[src/rtl/mmu_fault_pkg.sv]
package mmu_fault_pkg;

  typedef enum logic [1:0] {
    TLB_HIT     = 2'd0,
    TLB_MISS    = 2'd1,
    TLB_INVALID = 2'd2,
    TLB_RDONLY  = 2'd3
  } tlbRes_e;

  typedef enum logic [4:0] {
    EXC_NONE = 5'd0,
    EXC_MOD  = 5'd1,
    EXC_TLBL = 5'd2,
    EXC_TLBS = 5'd3,
    EXC_ADEL = 5'd4,
    EXC_ADES = 5'd5
  } excCode_e;

  // strobes passed from control to datapath
  typedef struct packed {
    logic loadBadVa;
    logic loadCtx;
    logic loadEntryHi;
  } regStb_t;

endpackage

[src/rtl/mmu_fault_ctrl.sv]
module mmu_fault_ctrl
  import mmu_fault_pkg::*;
(
  input  logic     clk,
  input  logic     rstN,
  input  logic     reqValid,
  input  logic     vaddrHi,
  input  logic     isWrite,
  input  logic     userMode,
  input  logic     errLevel,
  input  tlbRes_e  tlbResult,
  output regStb_t  regStb,
  output logic     excValid,
  output excCode_e excCode,
  output logic     refillMiss
);

  logic     privFault;
  logic     mappedReq;
  logic     faultNow;
  logic     refillNow;
  excCode_e codeNow;

  // segment privilege check comes before the lookup decode
  assign privFault = userMode && vaddrHi;
  assign mappedReq = !vaddrHi && !errLevel;

  always_comb begin
    faultNow  = 1'b0;
    refillNow = 1'b0;
    codeNow   = EXC_NONE;
    if (reqValid) begin
      if (privFault) begin
        faultNow = 1'b1;
        codeNow  = isWrite ? EXC_ADES : EXC_ADEL;
      end else if (mappedReq) begin
        unique case (tlbResult)
          TLB_MISS: begin
            faultNow  = 1'b1;
            refillNow = 1'b1;
            codeNow   = isWrite ? EXC_TLBS : EXC_TLBL;
          end
          TLB_INVALID: begin
            faultNow = 1'b1;
            codeNow  = isWrite ? EXC_TLBS : EXC_TLBL;
          end
          TLB_RDONLY: begin
            faultNow = 1'b1;
            codeNow  = EXC_MOD;
          end
          default: begin
            faultNow = 1'b0;
          end
        endcase
      end
    end
  end

  always_comb begin
    regStb.loadBadVa   = faultNow;
    regStb.loadCtx     = faultNow;
    regStb.loadEntryHi = faultNow;
  end

  always_ff @(posedge clk) begin
    if (!rstN) begin
      excValid   <= 1'b0;
      excCode    <= EXC_NONE;
      refillMiss <= 1'b0;
    end else begin
      excValid   <= faultNow;
      excCode    <= codeNow;
      refillMiss <= refillNow;
    end
  end

endmodule

[src/rtl/mmu_fault_dp.sv]
module mmu_fault_dp
  import mmu_fault_pkg::*;
#(
  parameter int ADDR_W    = 32,
  parameter int PAGE_BITS = 12,
  parameter int ASID_W    = 8,
  parameter int PTE_SHIFT = 4
) (
  input  logic              clk,
  input  logic              rstN,
  input  regStb_t           regStb,
  input  logic [ADDR_W-1:0] vaddr,
  input  logic [ADDR_W-1:0] curContext,
  input  logic [ADDR_W-1:0] curEntryHi,
  output logic              badVaddrWe,
  output logic [ADDR_W-1:0] badVaddrNext,
  output logic              contextWe,
  output logic [ADDR_W-1:0] contextNext,
  output logic              entryHiWe,
  output logic [ADDR_W-1:0] entryHiNext
);

  // a page pair is mapped by one entry: the VPN2 field drops the page-select bit
  localparam int VPN2_LSB = PAGE_BITS + 1;
  localparam int VPN2_W   = ADDR_W - VPN2_LSB;
  localparam int CTX_BASE = PTE_SHIFT + VPN2_W;
  localparam int EH_GAP   = VPN2_LSB - ASID_W;

  logic [VPN2_W-1:0]  vpn2;
  logic [ADDR_W-1:0]  ctxFormed;
  logic [ADDR_W-1:0]  ehFormed;

  assign vpn2 = vaddr[ADDR_W-1:VPN2_LSB];

  generate
    if (CTX_BASE < ADDR_W) begin : g_ctxBase
      assign ctxFormed = {curContext[ADDR_W-1:CTX_BASE], vpn2, {PTE_SHIFT{1'b0}}};
    end else begin : g_ctxNoBase
      assign ctxFormed = {vpn2, {PTE_SHIFT{1'b0}}};
    end
  endgenerate

  generate
    if (EH_GAP > 0) begin : g_ehGap
      assign ehFormed = {vpn2, {EH_GAP{1'b0}}, curEntryHi[ASID_W-1:0]};
    end else begin : g_ehNoGap
      assign ehFormed = {vpn2, curEntryHi[ASID_W-1:0]};
    end
  endgenerate

  always_ff @(posedge clk) begin
    if (!rstN) begin
      badVaddrWe   <= 1'b0;
      badVaddrNext <= '0;
      contextWe    <= 1'b0;
      contextNext  <= '0;
      entryHiWe    <= 1'b0;
      entryHiNext  <= '0;
    end else begin
      badVaddrWe   <= regStb.loadBadVa;
      badVaddrNext <= regStb.loadBadVa ? vaddr : '0;
      contextWe    <= regStb.loadCtx;
      contextNext  <= regStb.loadCtx ? ctxFormed : '0;
      entryHiWe    <= regStb.loadEntryHi;
      entryHiNext  <= regStb.loadEntryHi ? ehFormed : '0;
    end
  end

endmodule

[src/rtl/mmu_fault_top.sv]
module mmu_fault_top
  import mmu_fault_pkg::*;
(
  input  logic        clk,
  input  logic        rstN,
  input  logic        reqValid,
  input  logic [31:0] vaddr,
  input  logic        isWrite,
  input  logic        userMode,
  input  logic        errLevel,
  input  logic [1:0]  tlbResult,
  input  logic [31:0] curContext,
  input  logic [31:0] curEntryHi,
  output logic        excValid,
  output logic [4:0]  excCode,
  output logic        refillMiss,
  output logic        badVaddrWe,
  output logic [31:0] badVaddrNext,
  output logic        contextWe,
  output logic [31:0] contextNext,
  output logic        entryHiWe,
  output logic [31:0] entryHiNext
);

  regStb_t  regStb;
  excCode_e codeInt;

  mmu_fault_ctrl ctrl_i (
    .clk        (clk),
    .rstN       (rstN),
    .reqValid   (reqValid),
    .vaddrHi    (vaddr[31]),
    .isWrite    (isWrite),
    .userMode   (userMode),
    .errLevel   (errLevel),
    .tlbResult  (tlbRes_e'(tlbResult)),
    .regStb     (regStb),
    .excValid   (excValid),
    .excCode    (codeInt),
    .refillMiss (refillMiss)
  );

  assign excCode = codeInt;

  mmu_fault_dp #(
    .ADDR_W    (32),
    .PAGE_BITS (12),
    .ASID_W    (8),
    .PTE_SHIFT (4)
  ) dp_i (
    .clk          (clk),
    .rstN         (rstN),
    .regStb       (regStb),
    .vaddr        (vaddr),
    .curContext   (curContext),
    .curEntryHi   (curEntryHi),
    .badVaddrWe   (badVaddrWe),
    .badVaddrNext (badVaddrNext),
    .contextWe    (contextWe),
    .contextNext  (contextNext),
    .entryHiWe    (entryHiWe),
    .entryHiNext  (entryHiNext)
  );

endmodule

[config.mk]
export PLATFORM = sky130hd
export DESIGN_NAME = mmu_fault_top
export DESIGN_NICKNAME = d
export VERILOG_FILES = /design/src/rtl/mmu_fault_pkg.sv /design/src/rtl/mmu_fault_ctrl.sv /design/src/rtl/mmu_fault_dp.sv /design/src/rtl/mmu_fault_top.sv
export SDC_FILE = /design/constraint.sdc
export NUM_CORES = 1
export LEC_CHECK = 0
export BUFFER_PORTS_ARGS = -buffer_cell sky130_fd_sc_hd__buf_2
export CAP_MARGIN = 10
export CORE_AREA = 2 2 81 83
export CTS_BUF_LIST = sky130_fd_sc_hd__clkbuf_16
export DETAILED_ROUTE_END_ITERATION = 6
export DIE_AREA = 0 0 83 85
export GPL_ROUTABILITY_DRIVEN = 1
export GPL_TIMING_DRIVEN = 0
export PLACE_DENSITY_LB_ADDON = 0.12
export SLEW_MARGIN = 25
export SYNTH_ARGS = -nofsm -noshare
export SYNTH_HDL_FRONTEND = slang
export SYNTH_SLANG_ARGS = --single-unit
[constraint.sdc]
create_clock -name clk -period 2.3 [get_ports clk]
set_input_delay 0.46 -clock clk [delete_from_list [all_inputs] [get_ports clk]]
set_output_delay 0.46 -clock clk [all_outputs]
set_load 0.03 [all_outputs]
==> impl_metrics.py <==
metrics = {
    "synthesis": {
        "netlist_instances": 239,
        "syn_area_um2": 2263,
        "ys_warn_count": 0,
        "avgSynthCellArea_um2": 9.470,
        "ys_top_cells_by_area": "dfxtp_1 48%, buf_4 17%, a211oi_1 13%, inv_1 9.1%, a211oi_2 5.0%",
        "yosysTopAreaCell": "dfxtp_1",
        "synthArstFlopShare_pct": 0,
        "yosysUniqueCellTypes": 17,
        "synth_edf_count": 0,
        "synth-seq-cells": 54,
        "yosysMostFrequentCell": "inv_1",
        "seq_area_frac_synth_pct": 47.76,
        "synthFlopType": "dfxtp_1",
        "synth_common_cells": "55 x inv_1, 54 x dfxtp_1, 52 x buf_4, 39 x a211oi_1",
        "synth_top_area_share_pct": 47.76,
    },
    "pwr": {
        "power.share.clock_pct": 35.4,
        "powerDensity_nw_per_um2": 616.2,
        "ir_drop_mv": 0.3952,
        "p_int_uw": 1487,
        "power_frac_comb_pct": 16.9,
        "power.switching_uw": 544.1,
        "pwr-share-seq_pct": 47.7,
        "leakagePower_uw": 0.001984,
        "p_sw_share_pct": 26.79,
    },
    "clock_network": {
        "tritoncts": "done",
        "cts-buffers-inserted": 5,
        "ctsLongestPathBuffers": 2,
        "cts-root-buf": "clkbuf_16",
        "ctsHoldBuffers": 0,
        "post_cts_resized": 0,
        "h-tree-depth": 2,
        "path_clk_slew_ps": 70,
        "cts_setup_buffers": 0,
        "clock_sinks": 54,
    },
    "floorplan": {
        "die-area_um2": 7055,
        "core_area_um2": 6205,
        "die_y_um": 85,
        "io_pins": 210,
        "die_w_um": 83,
        "start_util_pct": 36.48,
        "rows": 29,
    },
    "global_route": {
        "grt_overflow": 0,
        "antenna_found_initial": 0,
        "grt_max_degree": 17,
        "grtUsageTotal_pct": 14.61,
        "first_global_vias": 1872,
        "grt_pass1_wl_um": 8390,
    },
    "timing": {
        "finalHoldViolCount": 0,
        "slew_viol_final": 0,
        "setup_viol": 0,
        "grt_setup_unrepaired": "no",
        "hold_slack_ps": 389.8,
        "setup_tns_ps": 0,
        "fin_crit_sh_pct": 70.97,
        "period_needed_ps": 1632,
        "fmax_mhz": 612.7,
    },
    "drt": {
        "vias_per_cell": 4.074,
        "wire_per_inst_um": 10.36,
        "drtAntennaViolNets": 0,
        "vias": 1976,
        "first_pass_iters": 4,
        "route.detailed.drc": 0,
        "drt_iter0_markers": 52,
        "routed_wl_um": 5024,
    },
    "run": {
        "drv_cap": 0,
    },
    "critical_path": {
        "startpoint_type": "input pin",
        "cp-end-kind": "flip-flop",
        "crit_arrival_ps": 1830,
        "crit_type": "in2reg",
        "required_ps": 2500,
        "crit_start": "tlbResult[0]",
        "path_max_fanout": 10,
    },
    "cells_and_area": {
        "fin_nets": 514,
        "antenna_cells": 0,
        "drive_gt1_share_pct": 55.39,
        "syn2layout_area_growth_pct": 45.61,
    },
    "worst_hold_path": {
        "min_path_cells": 3,
        "hold_start": "vaddr[4]",
        "hold-path-endpoint": "dp_i.badVaddrNext[4]$_SDFF_PN0_",
        "min_path_type": "in2reg",
    },
    "placement": {
        "io_buffers": 151,
        "gp_congestion": 0.7067,
        "hpwl_um": 3936,
    },
    "run_status": {
        "outcome": "finished clean",
    },
}
## worst max-delay path by stage
stage,endpoint,slack (ps)
2_1_floorplan,dp_i.entryHiNext[13]$_SDFF_PN0_,620
3_3_place_gp,dp_i.entryHiNext[7]$_SDFF_PN0_,380
3_5_place_dp,dp_i.entryHiNext[3]$_SDFF_PN0_,370
4_1_cts,dp_i.entryHiNext[3]$_SDFF_PN0_,660
5_1_grt,dp_i.entryHiNext[15]$_SDFF_PN0_,570
6_report,dp_i.entryHiNext[3]$_SDFF_PN0_,670
## logic make-up (layout without fill, tap and decap cells)
kind of cell | count (synthesis) | after routing | synth area share, %
other cells | 1 | 11 | 0.1657
buf+inv | 123 | 282 | 29.96
compound gates | 51 | 51 | 18.74
flops | 54 | 54 | 47.76
fa+ha+maj | 3 | 3 | 1.659
simple gates | 7 | 7 | 1.714
## sequential cells by signal (all words and copies together) (netlist names)
signal,flops
dp_i.contextNext,10
ctrl_i.excCode,3
ctrl_i.refillMiss,1
dp_i.entryHiNext,26
dp_i.badVaddrWe,1
dp_i.badVaddrNext,13
## layer usage
layer	routed length (µm)	track usage, %	vias up
li1	-	-	1028
met1	2007	16.57	849
met2	2357	24.12	97
met3	631	7.490	2
met4	27	4.471	0
met5	0	0	-
## power by group through the flow
stage	sequential [µW]	clock [µW]	combinational, µW
6_report	969	718	344
3_3_place_gp	990	0	344
4_1_cts	969	752	347
2_1_floorplan	1040	0	187
5_1_grt	972	784	375
3_5_place_dp	990	0	346
## stage by stage
| step | instance area, µm² | std cells | utilization [%] | power [µW] | worst slack (ps) |
|---|---|---|---|---|---|
| final | 3296 | 485 | 53.12 | 2031 | 667.8 |
| after global routing | 3296 | 485 | 53.12 | 2131 | 575.0 |
| after CTS | 3296 | 485 | 53.12 | 2068 | 656.5 |
| after detailed placement | 3153 | 477 | 50.82 | 1337 | 366.1 |
| after global placement | 3153 | 477 | 50.82 | 1334 | 376.7 |
| after floorplan | 2301 | 249 | - | 1227 | 615.5 |
## cell usage in the layout (no fill, tap or decap), types with 2 or more instances in the layout
master       n
a211oi_2     9
buf_4       52
clkbuf_16    5
inv_1       56
buf_6        2
conb_1      11
ha_1         3
a211oi_1    39
buf_2      156
nor2_1       2
a21oi_1      2
nand2_1      2
dfxtp_1     54
clkbuf_1     9
## critical path, cell delays in order
cell,delay [ps]
buf_2,100
inv_1,40
ha_1,200
or3_1,360
clkbuf_1,150
buf_6,160
buf_6,150
a211oi_2,210
## final cells by class
type | instances | area (µm²)
buffer | 68 | 471.7
sequential | 54 | 1081
inverter | 55 | 206.4
timing repair buffer | 151 | 755.7
multi-input combinational | 72 | 541.8
clock buffer | 5 | 125.1
clock inverter | 3 | 17.52
tap | 77 | 96.34
fill | 626 | 2909
No activity file was read; power rests on OpenSTA's default activity.
